File: config.mk
export PLATFORM = sky130hd
export DESIGN_NAME = vol_envelope
export DESIGN_NICKNAME = d
export VERILOG_FILES = /design/src/rtl/env_pkg.sv /design/src/rtl/env_decode.sv /design/src/rtl/env_pacer.sv /design/src/rtl/env_level.sv /design/src/rtl/vol_envelope.sv
export SDC_FILE = /design/constraint.sdc
export NUM_CORES = 1
export LEC_CHECK = 0
export BUFFER_PORTS_ARGS = -buffer_cell sky130_fd_sc_hd__buf_2
export CAP_MARGIN = 30
export CORE_ASPECT_RATIO = 1.2
export CORE_MARGIN = 2
export CORE_UTILIZATION = 48
export CTS_CLUSTER_DIAMETER = 60
export DETAILED_ROUTE_END_ITERATION = 16
export PLACE_DENSITY = 0.73
export SYNTH_ARGS = -nofsm -noshare
export SYNTH_HDL_FRONTEND = slang
export SYNTH_SLANG_ARGS = --single-unit
export TNS_END_PERCENT = 20
File: constraint.sdc
create_clock -name clk -period 2.05 [get_ports clk]
set_input_delay 0.5125 -clock clk [delete_from_list [all_inputs] [get_ports clk]]
set_output_delay 0.5125 -clock clk [all_outputs]
set_load 0.1 [all_outputs]
File: src/rtl/env_pkg.sv
// Shared widths and the envelope byte layout.
package env_pkg;
    parameter int ENV_VOL_W  = 4;
    parameter int ENV_PACE_W = 3;
    parameter int ENV_CFG_W  = ENV_VOL_W + 1 + ENV_PACE_W;

    // Byte layout: start volume in the top bits, direction, pace at the bottom.
    typedef struct packed {
        logic [ENV_VOL_W-1:0]  init_vol;
        logic                  dir_up;
        logic [ENV_PACE_W-1:0] pace;
    } env_cfg_t;
endpackage

File: src/rtl/env_decode.sv
// Envelope byte decoder and holding register.
// Keeps the last written byte for later triggers. Produces one load strobe,
// plus the volume and active state to load. A write in the same cycle as a
// trigger supplies the values. Assumes cfg_we and trig are one-cycle strobes.
module env_decode
    import env_pkg::*;
(
    input  logic                 clk,
    input  logic                 rst_n,
    input  logic                 cfg_we,
    input  logic [ENV_CFG_W-1:0] cfg_data,
    input  logic                 trig,
    output env_cfg_t             cfg,
    output logic                 load,
    output logic [ENV_VOL_W-1:0] load_vol,
    output logic                 load_act
);
    env_cfg_t wr_cfg;
    env_cfg_t src_cfg;

    assign wr_cfg = env_cfg_t'(cfg_data);

    // Pick the byte that drives a load: the incoming one on a write, else the stored one.
    always_comb begin
        src_cfg  = cfg_we ? wr_cfg : cfg;
        load     = cfg_we | trig;
        load_vol = src_cfg.init_vol;
        load_act = (src_cfg.pace != '0);
    end

    // Hold the last written byte.
    always_ff @(posedge clk) begin
        if (!rst_n)
            cfg <= '0;
        else if (cfg_we)
            cfg <= wr_cfg;
    end

    // a write replaces the stored byte by the next edge.
    a_r8_byte_stored: assert property (@(posedge clk) disable iff (!rst_n)
        cfg_we |=> (cfg == env_cfg_t'($past(cfg_data))));
endmodule

File: src/rtl/env_pacer.sv
// Pace counter.
// Counts enabled ticks while the envelope is active. It raises step on the
// tick that brings the count to the programmed pace, then starts over.
// Assumes the count starts at zero whenever pace changes, which the load strobe guarantees.
module env_pacer
    import env_pkg::*;
(
    input  logic                  clk,
    input  logic                  rst_n,
    input  logic                  load,
    input  logic                  env_tick,
    input  logic                  chan_en,
    input  logic                  active,
    input  logic [ENV_PACE_W-1:0] pace,
    output logic                  step
);
    logic [ENV_PACE_W-1:0] cnt;
    logic [ENV_PACE_W-1:0] cnt_inc;
    logic                  advance;
    logic                  at_pace;

    // Decide whether this tick counts and whether it completes the pace.
    always_comb begin
        advance = env_tick & chan_en & active & ~load;
        cnt_inc = cnt + 1'b1;
        at_pace = (cnt_inc >= pace);
        step    = advance & at_pace;
    end

    // Advance, wrap or clear the pace count.
    always_ff @(posedge clk) begin
        if (!rst_n)
            cnt <= '0;
        else if (load)
            cnt <= '0;
        else if (advance)
            cnt <= at_pace ? '0 : cnt_inc;
    end

    // while active the count never reaches the pace, so it cannot overflow.
    a_r3_cnt_below_pace: assert property (@(posedge clk) disable iff (!rst_n)
        active |-> (cnt < pace));

    // without an enabled tick or a load the count holds.
    a_r7_cnt_holds: assert property (@(posedge clk) disable iff (!rst_n)
        (!load && !(env_tick && chan_en)) |=> $stable(cnt));
endmodule

File: src/rtl/env_level.sv
// Volume level register.
// Loads the volume on a write or trigger. Moves it one unit per step in the
// programmed direction and saturates at the range ends. Clears the active
// flag when a step lands on either end. Assumes step is only raised while active.
module env_level
    import env_pkg::*;
(
    input  logic                 clk,
    input  logic                 rst_n,
    input  logic                 load,
    input  logic [ENV_VOL_W-1:0] load_vol,
    input  logic                 load_act,
    input  logic                 step,
    input  logic                 dir_up,
    output logic [ENV_VOL_W-1:0] vol,
    output logic                 active
);
    localparam logic [ENV_VOL_W-1:0] VOL_MAX = '1;

    logic [ENV_VOL_W-1:0] vol_nxt;
    logic                 at_limit;

    // Saturating one-unit move in the programmed direction.
    always_comb begin
        if (dir_up)
            vol_nxt = (vol == VOL_MAX) ? vol : vol + 1'b1;
        else
            vol_nxt = (vol == '0) ? vol : vol - 1'b1;
        at_limit = (vol_nxt == '0) || (vol_nxt == VOL_MAX);
    end

    // Load, step or hold the volume and the active flag.
    always_ff @(posedge clk) begin
        if (!rst_n) begin
            vol    <= '0;
            active <= 1'b0;
        end else if (load) begin
            vol    <= load_vol;
            active <= load_act;
        end else if (step) begin
            vol <= vol_nxt;
            if (at_limit)
                active <= 1'b0;
        end
    end

    // without a load or a step the volume holds.
    a_r10_vol_holds: assert property (@(posedge clk) disable iff (!rst_n)
        (!load && !step) |=> $stable(vol));

    // the envelope only goes inactive on a limit.
    a_r5_stop_only_at_limit: assert property (@(posedge clk) disable iff (!rst_n)
        (active && !load) |=> (active || vol == '0 || vol == VOL_MAX));

    // a stopped envelope stays stopped until reloaded.
    a_r5_no_rearm: assert property (@(posedge clk) disable iff (!rst_n)
        (!active && !load) |=> !active);

    // a load with zero pace leaves the envelope inactive.
    a_r6_zero_pace_idle: assert property (@(posedge clk) disable iff (!rst_n)
        (load && !load_act) |=> !active);
endmodule

File: src/rtl/vol_envelope.sv
// Channel volume envelope, top level.
// Ties the byte decoder, the pace counter and the level register together.
// Assumes env_tick, trig and cfg_we are one-cycle strobes in the clk domain.
module vol_envelope
    import env_pkg::*;
#(
    parameter int VOL_W  = ENV_VOL_W,
    parameter int CFG_W  = ENV_CFG_W
) (
    input  logic             clk,
    input  logic             rst_n,
    input  logic             cfg_we,
    input  logic [CFG_W-1:0] cfg_data,
    input  logic             env_tick,
    input  logic             trig,
    input  logic             chan_en,
    output logic [VOL_W-1:0] vol,
    output logic             env_active
);
    env_cfg_t             cfg;
    logic                 load;
    logic [ENV_VOL_W-1:0] load_vol;
    logic                 load_act;
    logic                 step;
    logic [ENV_VOL_W-1:0] vol_i;

    env_decode u_decode (
        .clk      (clk),
        .rst_n    (rst_n),
        .cfg_we   (cfg_we),
        .cfg_data (cfg_data),
        .trig     (trig),
        .cfg      (cfg),
        .load     (load),
        .load_vol (load_vol),
        .load_act (load_act)
    );

    env_pacer u_pacer (
        .clk      (clk),
        .rst_n    (rst_n),
        .load     (load),
        .env_tick (env_tick),
        .chan_en  (chan_en),
        .active   (env_active),
        .pace     (cfg.pace),
        .step     (step)
    );

    env_level u_level (
        .clk      (clk),
        .rst_n    (rst_n),
        .load     (load),
        .load_vol (load_vol),
        .load_act (load_act),
        .step     (step),
        .dir_up   (cfg.dir_up),
        .vol      (vol_i),
        .active   (env_active)
    );

    assign vol = vol_i;

    // one tick moves the volume by at most one unit.
    a_r10_single_unit: assert property (@(posedge clk) disable iff (!rst_n)
        !(cfg_we || trig) |=> (vol == $past(vol) || vol == $past(vol) + 1'b1
                               || vol == $past(vol) - 1'b1));
endmodule

# Word level (Yosys, flattened, before mapping)
# Index checks and enable logic that the tools add are counted.
dict set report totals {
  reg_bits 16
  inputBits 14
  out_inout_bits 5
  wordCells 37
}
dict set report classes {
  addsub 3
  n_lt_le_gt_ge 1
  eq_ne 2
  muxes 10
  bitwise 7
  n_reduce_logical 8
}
# cell count
set op_table {}
lappend op_table {{$mux W4} 5}
lappend op_table {{$eq A4 B4 Y1 const B} 2}
lappend op_table {{$logic_not A4 Y1} 2}
lappend op_table {{$mux W8} 1}
lappend op_table {{$add A4 B1 Y4 const B} 1}
lappend op_table {{$and A1 B1 Y1} 4}
lappend op_table {{$reduce_bool A2 Y1} 2}
lappend op_table {{$sub A4 B1 Y4 const B} 1}
lappend op_table {{$add A3 B1 Y3 const B} 1}
lappend op_table {{$ge A3 B3 Y1} 1}
lappend op_table {{$mux W1} 3}
lappend op_table {{$mux W3} 1}
lappend op_table {{$reduce_bool A3 Y1} 1}
lappend op_table {{$not A1 Y1} 2}
lappend op_table {{$reduce_and A2 Y1} 1}
lappend op_table {{$reduce_or A2 Y1} 1}
lappend op_table {{$logic_or A1 B1 Y1} 1}
lappend op_table {{$or A1 B1 Y1} 1}

# Depth between registers and ports, before layout
# Gate-level depths: netlist of run 1.
dict set report depth {
  word_depth 8
  ltp_mapped 8
  depth_no_buf 8
}

# Modules after synthesis
# Synthesis of run 1 repeated with hierarchy kept, for this count alone.
dict set report hier_totals {
  cells_unflattened 122
  hier_area_um2 1116.1
}
# module instances cells_per_inst area_each_um2 seq_area_each_um2
set by_module_without_submodules {}
lappend by_module_without_submodules {env_level 1 60 490.5 100.1}
lappend by_module_without_submodules {env_decode 1 33 372.9 160.2}
lappend by_module_without_submodules {env_pacer 1 29 252.7 60.1}

# Worst setup path after synthesis of run 1
# Ideal clock, no wire load.
dict set report synth_timing {
  path_kind {reg2reg}
  from {register u_level.vol[0]}
  to {register u_level.active}
  setup_ns 0.125
  t_arrival_ns 2.356
  t_required_ns 1.925
  setup_slack_ns -0.431
  path_stages_with_launch 8
  path_buffers 0
  period_less_slack_ns 2.481
  cell_sequence {dfxtp_1 inv_1 ha_1 or2_2 o22ai_1 o22ai_1 nor4_2 nor3b_2}
}
dict set report synth_via {
  elab_chain_cells 7
  elab_cells_between_ends 12
  cone_classes {2 x add/sub; 2 x eq/ne; 3 x mux; 5 x reduce/logical}
}
# element line_no
set synth_rtl {}
lappend synth_rtl {{start, declared} env_level.sv:15} ;# output logic [ENV_VOL_W-1:0] vol,
lappend synth_rtl {{start signal, assigned} env_level.sv:38} ;# vol <= load_vol;
lappend synth_rtl {{start signal, assigned} env_level.sv:41} ;# vol <= vol_nxt;
lappend synth_rtl {{$sub A4 B1 Y4 (tied with other cells)} env_level.sv:28} ;# vol_nxt = (vol == '0) ? vol : vol - 1'b1;
lappend synth_rtl {{$mux W4 (on tied branches)} {env_level.sv:28, env_level.sv:26}}
lappend synth_rtl {{$mux W4 *} env_level.sv:25} ;# if (dir_up)
lappend synth_rtl {{$eq A4 B4 Y1 or $logic_not A4 Y1 (tied branches)} env_level.sv:29} ;# at_limit = (vol_nxt == '0) || (vol_nxt == VOL_MAX);
lappend synth_rtl {{$logic_or A1 B1 Y1 *} env_level.sv:29}
lappend synth_rtl {{$reduce_bool A2 Y1 (no line) *} --}
lappend synth_rtl {{$reduce_and A2 Y1 (no line) *} --}
lappend synth_rtl {{end signal, assigned} env_level.sv:39} ;# active <= load_act;
lappend synth_rtl {{end, declared} env_level.sv:16} ;# output logic active
# Every way passes the cells marked *; elsewhere a longest branch is shown, timed or not.
# A chain may end at the register's enable or synchronous reset.

# Worst setup path after layout of run 1
dict set report layout_timing {
  from {register u_level.vol[1]}
  to {register u_level.active}
}
# The elaborated chain is that of the path after synthesis.

==> flow_summary.toml, run 1 <==
[setup_path]
critPathLaunch = "u_level.vol[1]"
endpoint_kind = "flop"
crit_fanout = 5
r2r_start = "u_level.vol[1]"
path_class = "reg -> reg"
critical_path_arrival_ns = 2.22
startpoint_type = "flop"
required_ns = 2.26

[logic_synthesis]
syn_area_um2 = 1020
async_flop_share = 0
synth-edff-count = 0
ys_top_cells_by_area = "dfxtp_1, mux2i_1, ha_1"
syn_nets = 137
yosysWarnings = 0
yosys_register_bits = 16
yosys.area.top_type = "dfxtp_1"
synth-main-ff-cell = "dfxtp_1"
ys_types = 40
yosysTopAreaCellShare = 0.315
syn_inst = 117
syn_area_per_cell_um2 = 8.69
yosysSeqAreaShare = 0.315

[sta]
fin_ws_ns = 0.0349
fin_skew_ns = 0.00193
rsz0062_at_grt = "true"
setup_viol = 0
worst_pin_slew_ns = 0.485
post-route-period-util = 0.983
relSlewSlack = 0.679
min_period_ns = 2.02
setup_tns_ns = 0
hold_viol_final = 0
slew_viol_final = 0
max_freq_mhz = 496

[final_layout]
instances_no_fill = 155
layout_common_cells = "buf_2, dfxtp_1, nand2_1"
syn2layout_area_growth_pct = 18.5
postLayoutCellArea_um2 = 1200
nets = 157
layout-drive-gt1-share = 0.326
final_common_cell = "buf_2"
antenna_cells = 0
fillers = 187

[job]
maxCapViolCount = 0

[route]
drcViolationCount = 0
routed_wl_um = 2220
wl_per_cell_um = 14.3
avgViaCountPerCell = 5.92
vias = 918
drt_iter0_drc = 22
dr.pass1.iters = 4
ant_nets = 0

[power_and_ir_drop]
p_int_w = 0.000478
p_per_area_nw_per_um2 = 606
switching_power_w = 0.000252
p_seq_frac = 0.476
netSwitchingFraction = 0.345
ir_worst_vdd_uv = 422
p_comb_frac = 0.305
p_leak_nw = 0.517
power.share.clock = 0.219

[clock_network]
clockRootBuffer = "clkbuf_4"
cts_tree = "done"
cts_max_path_buffers = 2
hold_buffers = 0
htree_levels = 1
clkTransAtPathRegs_ns = 0.08
worstSkewPairLatency_ns = 0.28
cts.sinks = 16
cts-buffers-inserted = 3

[global_route]
grt_pass1_wl_um = 3590
grt_pass1_vias = 893
grt_max_degree = 14
antenna_found_initial = 0
overflow = 0
grt_use_total = 0.196

[placed_design]
hpwlAfterDp_um = 1660
place_inst = 152
placed_area_um2 = 1130
detailedPlace.worstSlack_ns = -0.0342
finalWeightedCongestion = 0.754
portBuffers = 18

[floorplan]
rows = 18
dieArea_um2 = 2510
die_w_um = 46.0
coreArea_um2 = 2030
start_util = 0.502
top_level_ports = 19
die_h_um = 54.4

[min_path]
hold_path_class = "reg -> reg"
min_from = "u_pacer.cnt[1]"

[outcome]
status = "finished, final reports clean"
==> metal layers <==
layer	wire [um]	part of all wire	global-route usage
met1	941	0.42	0.205
met2	1180	0.53	0.380
met3	70	0.032	0.0495
met4	33	0.015	0.0429
met5	0	0	0
==> logic make-up (layout without fill, tap and decap cells) <==
family                   after synthesis  after routing  synth area share
AO/OA/AOI/OAI                         25             25             0.159
XOR/XNOR                               2              2            0.0172
adder cells (fa/ha/maj)                6              6            0.0738
buffers and inverters                 10             28            0.0480
flip-flops                            16             16             0.315
multiplexers                           9              9            0.0923
AND/OR/NAND/NOR                       49             49             0.295
==> sequential cells by signal, summed over array words and instances (netlist names) <==
| register | cells |
|---|---|
| u_pacer.cnt | 3 |
| u_decode.cfg | 8 |
| u_level.vol | 4 |
| u_level.active | 1 |
==> synthesized netlist by cell type, types with 2 or more instances <==
cell      number
nor2b_1        9
o22ai_1        3
and3_1         2
o21ai_1        2
nand2_1       11
ha_1           6
mux2i_1        8
nand4_1        2
or2_2          2
clkbuf_1       2
nand3_1        5
nor2_1         3
nor3_1         4
nand4b_1       2
inv_1          5
o21a_1         2
nor4_2         2
o22a_1         2
dfxtp_1       16
a21boi_1       2
a21oi_1        8
==> metrics by stage <==
step | utilization | power (W) | hold WS (ns)
global route | 0.594 | 0.000770 | 0.493
detailed placement | 0.556 | 0.000562 | 0.462
CTS | 0.572 | 0.000722 | 0.473
global placement | 0.556 | 0.000555 | 0.452
finish | 0.594 | 0.000730 | 0.471
floorplan | - | 0.000517 | 0.436
==> cell type report <==
type / count / area [um^2] / area share
repair buffers: 20 / 105 / 0.0872
well taps: 20 / 25.0 / 0.0208
clock buffers: 3 / 22.5 / 0.0187
multi-input cells: 91 / 703 / 0.584
flip-flops and latches: 16 / 330 / 0.274
inverters: 5 / 18.8 / 0.0156
==> power by group through the flow <==
| stage | Sequential (W) | Combinational [W] | Clock, W |
|---|---|---|---|
| floorplan | 0.000395 | 0.000122 | 0 |
| global placement | 0.000353 | 0.000202 | 0 |
| detailed placement | 0.000354 | 0.000207 | 0 |
| CTS | 0.000347 | 0.000210 | 0.000165 |
| global route | 0.000351 | 0.000240 | 0.000179 |
| finish | 0.000348 | 0.000222 | 0.000160 |
==> critical path, cell delays in order (launching register included) <==
cell and delay, ns:
dfxtp_4 0.37, inv_1 0.12, ha_2 0.24, or4b_4 0.51, and3_4 0.20, o22ai_1 0.24, nor4_4 0.06, nor3b_2 0.20
==> worst paths after layout <==
path,slack (ns),depth (start not counted),end
setup / recovery,0.03,7,u_level.active
setup reg to reg,0.03,7,u_level.active
hold reg to reg,0.47,2,u_pacer.cnt[1]
hold / removal,0.47,2,u_pacer.cnt[1]
==> timing repair <==
action / 4_1_cts / 5_1_grt
buffers inserted: 0 / 0
cloned: 0 / 0
setup endpoints to repair: 1 / 3
pin swaps: 0 / 1
resized for setup: 2 / 9
(Power assumes the default switching activity.)
==> inputs of run 2 (changes only) <==
--- a/config.mk
+++ b/config.mk
@@ -5,7 +5,7 @@
 export SDC_FILE = /design/constraint.sdc
 export NUM_CORES = 1
 export LEC_CHECK = 0
-export BUFFER_PORTS_ARGS = -buffer_cell sky130_fd_sc_hd__buf_2
+export BUFFER_PORTS_ARGS = -buffer_cell sky130_fd_sc_hd__buf_4
 export CAP_MARGIN = 30
 export CORE_ASPECT_RATIO = 1.2
 export CORE_MARGIN = 2
==> run 2 against run 1 <==
Against the previous run: clock skew up 0.0028 ns; sequential cell count did not move; die area stayed put; highest routed layer unchanged; non-clock buffer count rose by 1; critical endpoint is now u_level.vol[1]; sequential share of layout area shrank 1.2 points; global-route usage is 0.35 points higher; largest cell class unchanged.
==> flow_summary.toml, run 2 (synthesized netlist as in run 1, its figures left out) <==
[outcome]
status = "finished, final reports clean"

[power_and_ir_drop]
switching_power_w = 0.000263
power.share.clock = 0.270
p_per_area_nw_per_um2 = 629
p_leak_nw = 0.540
fin_total_pwr_w = 0.000795
p_int_w = 0.000531
ir_worst_vdd_uv = 432
p_comb_frac = 0.293
netSwitchingFraction = 0.331
p_seq_frac = 0.437

[global_route]
grt_pass1_vias = 872
grt_pass1_wl_um = 3640
grt_use_total = 0.199
overflow = 0
grt_max_degree = 14
antenna_found_initial = 0

[placed_design]
portBuffers = 18
hpwlAfterDp_um = 1640
finalWeightedCongestion = 0.767

[setup_path]
path_class = "reg -> reg"
critPathLaunch = "u_pacer.cnt[0]"
r2r-end = "u_level.vol[1]"
cp_slowest_cell = "dfxtp_2"
critical_path_arrival_ns = 2.20
crit_chain = "ha_1 > xor2_1 > ha_1 > nand2_1 > o21a_1 > nor4_2 > a211oi_1 > a21o_1"
endpoint_kind = "flop"
startpoint_type = "flop"
required_ns = 2.25
max_stage_delay_ns = 0.35
critPathCapture = "u_level.vol[1]"
rr_worst_depth = 8
rrSetupSlack_ns = 0.05
crit_fanout = 4
r2r_start = "u_pacer.cnt[0]"
cpMostUsedCell = "ha_1"

[route]
ant_nets = 0
drcViolationCount = 0
drt_iter0_drc = 5
avgViaCountPerCell = 5.82
vias = 913
routed_wl_um = 2180
wl_per_cell_um = 13.9
dr.pass1.iters = 4

[final_layout]
syn2layout_area_growth_pct = 24.1
layout-drive-gt1-share = 0.321
nets = 158
largest_reg_flops = 8
largest_register = "u_decode.cfg"
fillers = 188
final_common_cell = "buf_4"
layout_common_cells = "buf_4, nand2_1, dfxtp_1"
antenna_cells = 0
regArea_um2 = 332
multi_input_area_um2 = 693
reg.largest.list = "u_decode.cfg: 8 flops, u_level.vol: 4 flops, u_pacer.cnt: 3 flops"

[clock_network]
cts-buffers-inserted = 3
clkTransAtPathRegs_ns = 0.10
cts.sinks = 16
cts_tree = "done"
cts_max_path_buffers = 2
htree_levels = 1
clockRootBuffer = "clkbuf_4"
worstSkewPairLatency_ns = 0.30

[floorplan]
dieArea_um2 = 2510
start_util = 0.502
coreArea_um2 = 2030
top_level_ports = 19
die_h_um = 54.4
rows = 18
die_w_um = 46.0

[sta]
worst_pin_slew_ns = 0.380
hold_viol_final = 0
relSlewSlack = 0.745
setup_tns_ns = 0
fin_skew_ns = 0.00469
holdWs_ns = 0.476
post-route-period-util = 0.976
setup_viol = 0
min_period_ns = 2.00
max_freq_mhz = 500
slew_viol_final = 0
rsz0062_at_grt = "true"

[job]
maxCapViolCount = 0

[min_path]
hold_path_class = "reg -> reg"
-- run 2: how the worst min path moves through the flow --
stage | end | slack [ns] | depth (start not counted) | start
global route | u_decode.cfg[2] | 0.48 | 3 | cfg_data[2]
finish | u_pacer.cnt[1] | 0.48 | 2 | u_pacer.cnt[1]
global placement | u_pacer.cnt[1] | 0.45 | 2 | u_pacer.cnt[1]
floorplan | u_pacer.cnt[1] | 0.44 | 2 | u_pacer.cnt[1]
detailed placement | u_pacer.cnt[1] | 0.47 | 2 | u_pacer.cnt[1]
CTS | u_decode.cfg[1] | 0.47 | 3 | cfg_data[1]
-- run 2: timing repair --
action                     4_1_cts  5_1_grt
resized for setup                1        8
setup endpoints to repair        2        5
pin swaps                        0        1
buffers inserted                 0        1
hold buffers                     0        0
gates cloned                     0        0
-- run 2: power by group through the flow --
| stage | Clock (W) | Sequential (W) | Combinational, W |
|---|---|---|---|
| after floorplan | 0 | 0.000395 | 0.000122 |
| after global placement | 0 | 0.000354 | 0.000213 |
| after detailed placement | 0 | 0.000355 | 0.000217 |
| after CTS | 0.000220 | 0.000347 | 0.000219 |
| after global routing | 0.000231 | 0.000350 | 0.000252 |
| final | 0.000215 | 0.000347 | 0.000233 |
-- run 2: critical path, delay by kind of cell, from the launching register on --
family | cells | cell delay, ns
adder cells (fa/ha/maj) | 2 | 0.55
AO/OA/AOI/OAI | 3 | 0.47
AND/OR/NAND/NOR | 2 | 0.38
flip-flops | 1 | 0.35
XOR/XNOR | 1 | 0.15
-- run 2: layout make-up --
| type | instances | share of cell area |
|---|---|---|
| multi-input cells | 91 | 0.549 |
| flip-flops and latches | 16 | 0.263 |
| repair buffers | 21 | 0.125 |
| clock buffers | 4 | 0.0287 |
| well taps | 20 | 0.0198 |
| inverters | 5 | 0.0149 |
-- run 2: metal layers --
| layer | vias to the layer above | global-route usage | routed length [um] |
|---|---|---|---|
| met5 | - | 0 | 0 |
| met1 | 432 | 0.224 | 925 |
| met2 | 12 | 0.363 | 1160 |
| met3 | 5 | 0.0297 | 56 |
| met4 | 0 | 0.0857 | 36 |
| li1 | 464 | - | - |
-- run 2: stage by stage --
step,area (um^2),instances,worst slack (ns),utilization
finish,1260,157,0.0482,0.623
global route,1260,157,-0.0433,0.623
CTS,1210,156,0.00680,0.599
detailed placement,1170,152,-0.0311,0.578
global placement,1170,152,0.0631,0.578
floorplan,1030,117,0.0308,-
